<file path="config.mk">
export PLATFORM = sky130hd
export DESIGN_NAME = hit_combiner
export DESIGN_NICKNAME = d
export VERILOG_FILES = /design/src/rtl/hc_pkg.sv /design/src/rtl/hc_popcount.sv /design/src/rtl/hc_first_hit.sv /design/src/rtl/hc_xing_fifo.sv /design/src/rtl/hit_combiner.sv
export SDC_FILE = /design/constraint.sdc
export NUM_CORES = 2
export LEC_CHECK = 0
export BUFFER_PORTS_ARGS = -buffer_cell sky130_fd_sc_hd__buf_4
export CORE_AREA = 3 3 483 485
export DETAILED_ROUTE_END_ITERATION = 10
export DIE_AREA = 0 0 486 488
export PLACE_DENSITY = 0.69
export RECOVER_POWER = 100
export SLEW_MARGIN = 30
export SYNTH_ARGS = -nofsm -noshare
export SYNTH_HDL_FRONTEND = slang
export SYNTH_SLANG_ARGS = --single-unit
</file>
<file path="constraint.sdc">
create_clock -name clk_i -period 35.3 [get_ports clk_i]
set_clock_uncertainty 0.05 [all_clocks]
set_input_delay 3.53 -clock clk_i [delete_from_list [all_inputs] [get_ports clk_i]]
set_output_delay 3.53 -clock clk_i [all_outputs]
set_load 0.005 [all_outputs]
</file>
<file path="src/rtl/hc_pkg.sv">
package hc_pkg;
  localparam logic [7:0] K_SOB = 8'h3C;
  localparam logic [7:0] K_EOB = 8'hBC;
  localparam int FLAG_OVF   = 0;
  localparam int FLAG_TRUNC = 1;

  typedef enum logic [3:0] {
    S_IDLE, S_SOB, S_FLG, S_XHI, S_XLO, S_CNT, S_HHI, S_HLO, S_EOB
  } fmt_state_e;
endpackage

</file>
<file path="src/rtl/hc_popcount.sv">
module hc_popcount #(
  parameter int N = 416
) (
  input  logic [N-1:0]           bits_i,
  output logic [$clog2(N+1)-1:0] count_o
);
  localparam int CW = $clog2(N + 1);

  always_comb begin
    count_o = '0;
    for (int i = 0; i < N; i++) count_o = count_o + CW'(bits_i[i]);
  end
endmodule

</file>
<file path="src/rtl/hc_first_hit.sv">
module hc_first_hit #(
  parameter int N = 416
) (
  input  logic [N-1:0]         bits_i,
  output logic                 found_o,
  output logic [$clog2(N)-1:0] idx_o
);
  localparam int IW = $clog2(N);

  // lowest set bit wins
  always_comb begin
    idx_o = '0;
    for (int i = N - 1; i >= 0; i--) if (bits_i[i]) idx_o = IW'(i);
  end
  assign found_o = |bits_i;
endmodule

</file>
<file path="src/rtl/hc_xing_fifo.sv">
module hc_xing_fifo #(
  parameter int W     = 8,
  parameter int DEPTH = 4
) (
  input  logic         clk_i,
  input  logic         rst_ni,
  input  logic         push_i,
  input  logic [W-1:0] wr_data_i,
  input  logic         pop_i,
  output logic [W-1:0] rd_data_o,
  output logic         empty_o,
  output logic         full_o
);
  localparam int AW = (DEPTH > 1) ? $clog2(DEPTH) : 1;
  localparam int CW = $clog2(DEPTH + 1);

  logic [W-1:0]  mem [DEPTH];
  logic [AW-1:0] wr_ptr_q, rd_ptr_q;
  logic [CW-1:0] count_q;
  logic          do_push, do_pop;

  assign empty_o   = (count_q == '0);
  assign full_o    = (count_q == CW'(DEPTH));
  assign do_push   = push_i && !full_o;
  assign do_pop    = pop_i && !empty_o;
  assign rd_data_o = mem[rd_ptr_q];

  function automatic logic [AW-1:0] nxt(input logic [AW-1:0] p);
    return (p == AW'(DEPTH - 1)) ? '0 : p + 1'b1;
  endfunction

  always_ff @(posedge clk_i) if (do_push) mem[wr_ptr_q] <= wr_data_i;

  always_ff @(posedge clk_i or negedge rst_ni) begin
    if (!rst_ni) begin
      wr_ptr_q <= '0;
      rd_ptr_q <= '0;
      count_q  <= '0;
    end else begin
      if (do_push) wr_ptr_q <= nxt(wr_ptr_q);
      if (do_pop)  rd_ptr_q <= nxt(rd_ptr_q);
      if (do_push && !do_pop)      count_q <= count_q + 1'b1;
      else if (do_pop && !do_push) count_q <= count_q - 1'b1;
    end
  end
endmodule

</file>
<file path="src/rtl/hit_combiner.sv">
module hit_combiner
  import hc_pkg::*;
#(
  parameter int NUM_PORTS  = 13,
  parameter int PORT_W     = 32,
  parameter int FIFO_DEPTH = 4,
  parameter int MAX_HITS   = 255,
  parameter int DROP_W     = 8
) (
  input  logic                        clk_i,
  input  logic                        rst_ni,
  input  logic                        xing_i,
  input  logic [NUM_PORTS*PORT_W-1:0] hits_i,
  input  logic                        out_ready_i,
  output logic                        out_valid_o,
  output logic [7:0]                  out_data_o,
  output logic                        out_k_o,
  output logic [DROP_W-1:0]           drop_cnt_o
);
  localparam int CH    = NUM_PORTS * PORT_W;
  localparam int IDX_W = $clog2(CH);
  localparam int CNT_W = $clog2(CH + 1);
  localparam int XN_W  = 16;
  localparam int ENT_W = 1 + CNT_W + XN_W + CH;

  // capture side
  logic [XN_W-1:0]   xnum_q;
  logic              ovf_pend_q;
  logic [DROP_W-1:0] drop_q;
  logic [CNT_W-1:0]  pop_cnt;
  logic              fifo_full, fifo_empty, push, drop, pop;
  logic [ENT_W-1:0]  wr_ent, rd_ent;

  hc_popcount #(.N(CH)) i_popcount (.bits_i(hits_i), .count_o(pop_cnt));

  assign push   = xing_i && !fifo_full;
  assign drop   = xing_i && fifo_full;
  assign wr_ent = {ovf_pend_q, pop_cnt, xnum_q, hits_i};

  hc_xing_fifo #(.W(ENT_W), .DEPTH(FIFO_DEPTH)) i_fifo (
    .clk_i, .rst_ni,
    .push_i(push), .wr_data_i(wr_ent),
    .pop_i(pop), .rd_data_o(rd_ent),
    .empty_o(fifo_empty), .full_o(fifo_full)
  );

  always_ff @(posedge clk_i or negedge rst_ni) begin
    if (!rst_ni) begin
      xnum_q     <= '0;
      ovf_pend_q <= 1'b0;
      drop_q     <= '0;
    end else begin
      if (xing_i) xnum_q <= xnum_q + 1'b1;
      if (drop) begin
        ovf_pend_q <= 1'b1;
        if (drop_q != '1) drop_q <= drop_q + 1'b1;
      end else if (push) begin
        ovf_pend_q <= 1'b0;
      end
    end
  end
  assign drop_cnt_o = drop_q;

  logic [CH-1:0]    rd_map;
  logic [XN_W-1:0]  rd_xn;
  logic [CNT_W-1:0] rd_cnt;
  logic             rd_ovf, rd_trunc;
  assign rd_map   = rd_ent[CH-1:0];
  assign rd_xn    = rd_ent[CH +: XN_W];
  assign rd_cnt   = rd_ent[CH+XN_W +: CNT_W];
  assign rd_ovf   = rd_ent[ENT_W-1];
  assign rd_trunc = rd_cnt > CNT_W'(MAX_HITS);

  // formatter
  fmt_state_e      state_q;
  logic [CH-1:0]   map_q;
  logic [XN_W-1:0] xn_q;
  logic [7:0]      cnt_q, sent_q;
  logic            ovf_q, trunc_q, fire, hit_found, in_hit;
  logic [IDX_W-1:0] hit_idx;

  hc_first_hit #(.N(CH)) i_first_hit (.bits_i(map_q), .found_o(hit_found), .idx_o(hit_idx));

  assign pop         = (state_q == S_IDLE) && !fifo_empty;
  assign out_valid_o = (state_q != S_IDLE);
  assign fire        = out_valid_o && out_ready_i;
  assign in_hit      = (state_q == S_HHI) || (state_q == S_HLO);

  always_ff @(posedge clk_i or negedge rst_ni) begin
    if (!rst_ni) begin
      state_q <= S_IDLE;
      map_q   <= '0;
      xn_q    <= '0;
      cnt_q   <= '0;
      sent_q  <= '0;
      ovf_q   <= 1'b0;
      trunc_q <= 1'b0;
    end else if (pop) begin
      state_q <= S_SOB;
      map_q   <= rd_map;
      xn_q    <= rd_xn;
      cnt_q   <= rd_trunc ? 8'(MAX_HITS) : 8'(rd_cnt);
      sent_q  <= '0;
      ovf_q   <= rd_ovf;
      trunc_q <= rd_trunc;
    end else if (fire) begin
      unique case (state_q)
        S_SOB: state_q <= S_FLG;
        S_FLG: state_q <= S_XHI;
        S_XHI: state_q <= S_XLO;
        S_XLO: state_q <= S_CNT;
        S_CNT: state_q <= (cnt_q == '0) ? S_EOB : S_HHI;
        S_HHI: state_q <= S_HLO;
        S_HLO: begin
          map_q[hit_idx] <= 1'b0;
          sent_q  <= sent_q + 1'b1;
          state_q <= (sent_q + 8'd1 == cnt_q) ? S_EOB : S_HHI;
        end
        S_EOB: state_q <= S_IDLE;
        default: state_q <= S_IDLE;
      endcase
    end
  end

  always_comb begin
    out_k_o    = 1'b0;
    out_data_o = '0;
    unique case (state_q)
      S_SOB: begin out_k_o = 1'b1; out_data_o = K_SOB; end
      S_FLG: begin
        out_data_o[FLAG_OVF]   = ovf_q;
        out_data_o[FLAG_TRUNC] = trunc_q;
      end
      S_XHI: out_data_o = xn_q[15:8];
      S_XLO: out_data_o = xn_q[7:0];
      S_CNT: out_data_o = cnt_q;
      S_HHI: out_data_o = 8'(hit_idx >> 8);
      S_HLO: out_data_o = hit_idx[7:0];
      S_EOB: begin out_k_o = 1'b1; out_data_o = K_EOB; end
      default: ;
    endcase
  end
endmodule

</file>
==> metrics <==
RSZ-0062 raised after global routing=false; fmax=58.2 MHz; final hold vios=0; Die ar.=0.237 mm²; largest family of logic cells by synthesized area=multiplexers; XOR/XNOR Fraction of Synth Area=0.383%; vias per cell=6.22; Post-Syn Area=0.103 mm²; H-tree Lvls=4; Setup CP Type=in2reg; Hold Path Class=reg2reg; CP max-delay cell=clkbuf_1; Critical Path RT=35.68 ns; crit end category=register; CTS Hold Bufs=0; Routed Antenna Nets=0; Reg clk slew, reported paths=0.06 ns; WL final=357 mm; Post-synth EDFFs=1768; Synthesis Warnings=0; Die Y=488 µm; crit path cell chain=clkbuf_1, a21boi_0, and2_0, clkbuf_1, clkbuf_1, clkbuf_1, clkbuf_1; DP HPWL=257 mm; failing checks=capacitance limit, slew limit; CTS resizes=0; post-synthesis simple-gate area fraction=5.78%; asr flop ratio synth=21.6%; TritonCTS clock tree=done; #FFs+latches synth=2254; worst slew pin tran=8.89 ns; # IOs=438; Max-slew headroom=-493%; Final min period=17.19 ns; first-pass GRT wire length=496 mm; Pins Over Slew Limit=3042; Total GRT Usage=29.9%; Crit path top cell by count=clkbuf_1; sequential area share after synthesis=63.4%; site row count=176; largest net degree at the start of global routing=142; Starting DRT DRC Count=9213; Setup crit start kind=input port; Placer Congestion=1.01; setup TNS=0 ns; Critical Path AT=17.57 ns; Root Driver=clkbuf_16; share of cells above drive strength 1=12.9%; post-CTS setup repair buffer count=0; Crit Path Max Fanout=52; area fraction in compound gates after synthesis=6.00%; Avg Cell Area, Syn=15.6 µm²; vias in the first global route=63.8k; Synth Area in Adders=8.57%; Post-Synthesis Cells=6594; Final setup viols=0; DRC=0; area delta synth->final=13.1%; fin crit share=48.7%; crit-path max cell delay=2.78 ns; post-DR wirelength/cell=34.3 µm; hold_ws=0.425 ns; CTS Buffer Depth=3; max-cap violations=65; Initial Util=44.8%; Port Buffers=437; total CTS buffers=226; status=finished, violations left; most common cell after layout, fill and taps aside=edfxtp_1; area of the core=0.230 mm²; most frequent cells in the layout=1768 x edfxtp_1, 669 x inv_1, 526 x clkbuf_1; Overflow after GRT=0; CTS Sinks=2254; clk_lat worst skew=0.92 ns; Chip Width=486 µm; Synth Flop Type=edfxtp_1; via count=64.7k; Post-layout nets=8000; fillers=19.3k; initial antenna violation count=92; 1st-pass router iterations=6; syn_nets=7478; post-synthesis mux area share=12.4%; post-synthesis cell type count=84
## cells by family after synthesis
| logic type | after synthesis |
|---|---|
| AND/OR/NAND/NOR | 1227 |
| flip-flops | 2254 |
| multiplexers | 722 |
| AO/OA/AOI/OAI | 943 |
| XOR/XNOR | 45 |
| adder cells (fa/ha/maj) | 464 |
| buffers and inverters | 939 |
## per-stage QoR
stage               worst slack (ns)  instances  util [%]  cell area, µm²
floorplan                      20.21       6594         -          103000
global placement               22.73       9903      47.9          110000
detailed placement             22.65       9910      48.0          110000
CTS                            23.58      10342      51.5          118000
global route                   16.97      10376      50.6          116000
finish                         18.11      10406      50.7          116000
## routing by layer
| layer | share of wire, % | wire (µm) | GRT usage [%] |
|---|---|---|---|
| met2 | 44 | 156000 | 43.3 |
| met3 | 12 | 42700 | 8.13 |
| met4 | 5.8 | 20700 | 15.5 |
| met1 | 38 | 137000 | 41.6 |
| met5 | 0.070 | 250 | 0 |
## layout make-up
class / instances / area, µm² / share of cell area [%]
timing repair buffer: 562 / 2540 / 2.19
clock buffer: 305 / 6340 / 5.44
tap: 3026 / 3790 / 3.25
antenna: 60 / 150 / 0.129
inverter: 671 / 2520 / 2.16
multi-input combinational: 3401 / 34300 / 29.4
clock inverter: 127 / 1550 / 1.33
sequential: 2254 / 65300 / 56.1
## synth_stat cells (11+ instances only)
master	count	area [µm²]
a2111oi_0	56	490
a211oi_1	18	135
a21oi_1	280	1400
a221oi_1	37	324
a22oi_1	38	285
a31oi_1	98	613
a41oi_1	17	149
and2_1	13	81.3
and3_1	16	100
buf_1	43	161
buf_2	19	95.1
clkbuf_1	203	762
dfrtp_1	486	12200
edfxtp_1	1768	53100
fa_1	401	8030
ha_1	63	788
inv_1	670	2510
mux2i_1	277	2770
mux4_2	442	9950
nand2_1	371	1390
nand2b_1	29	181
nand3_1	46	230
nand4_1	47	294
nor2_1	321	1200
nor2b_1	15	93.8
nor3_1	89	445
nor4_1	192	1200
o2111ai_1	11	96.3
o211ai_1	20	150
o21a_1	12	90.1
o21ai_0	163	816
o21bai_1	18	135
o311ai_0	33	289
o31ai_1	48	360
o41ai_1	20	175
or2_2	11	68.8
or3_1	13	81.3
or4_1	32	240
xnor2_1	34	298
xor2_1	11	96.3
## state kept, by name (all words and copies together), names as in the netlist
name / flops
map_q: 416
ovf_pend_q: 1
i_fifo.count_q: 3
xnum_q: 16
drop_cnt_o: 8
i_fifo.rd_ptr_q: 2
trunc_q: 1
state_q: 4
i_fifo.mem: 1768
cnt_q: 8
i_fifo.wr_ptr_q: 2
xn_q: 16
sent_q: 8
ovf_q: 1
## worst paths after layout
check                      cells after the start                  to  slack, ns         startpoint
max                                            7  i_fifo.mem[2][362]      18.11             xing_i
min                                            2            xn_q[10]       0.43           xn_q[10]
max reg2reg                                    7  i_fifo.mem[2][362]      20.65  i_fifo.count_q[0]
min reg2reg                                    2            xn_q[10]       0.43           xn_q[10]
max in group asynchronous                      3  i_fifo.rd_ptr_q[0]      19.01             rst_ni
min in group asynchronous                      1          map_q[183]       3.21             rst_ni
## critical path: cells and delay by family
family                 cells  cell delay (ns)
AO/OA/AOI/OAI              1             0.74
buffers and inverters      5            10.38
AND/OR/NAND/NOR            1             2.77
Power is left out: the tool's default activity adds up to more than one toggle a clock period on the data nets, which glitch-free logic cannot reach.
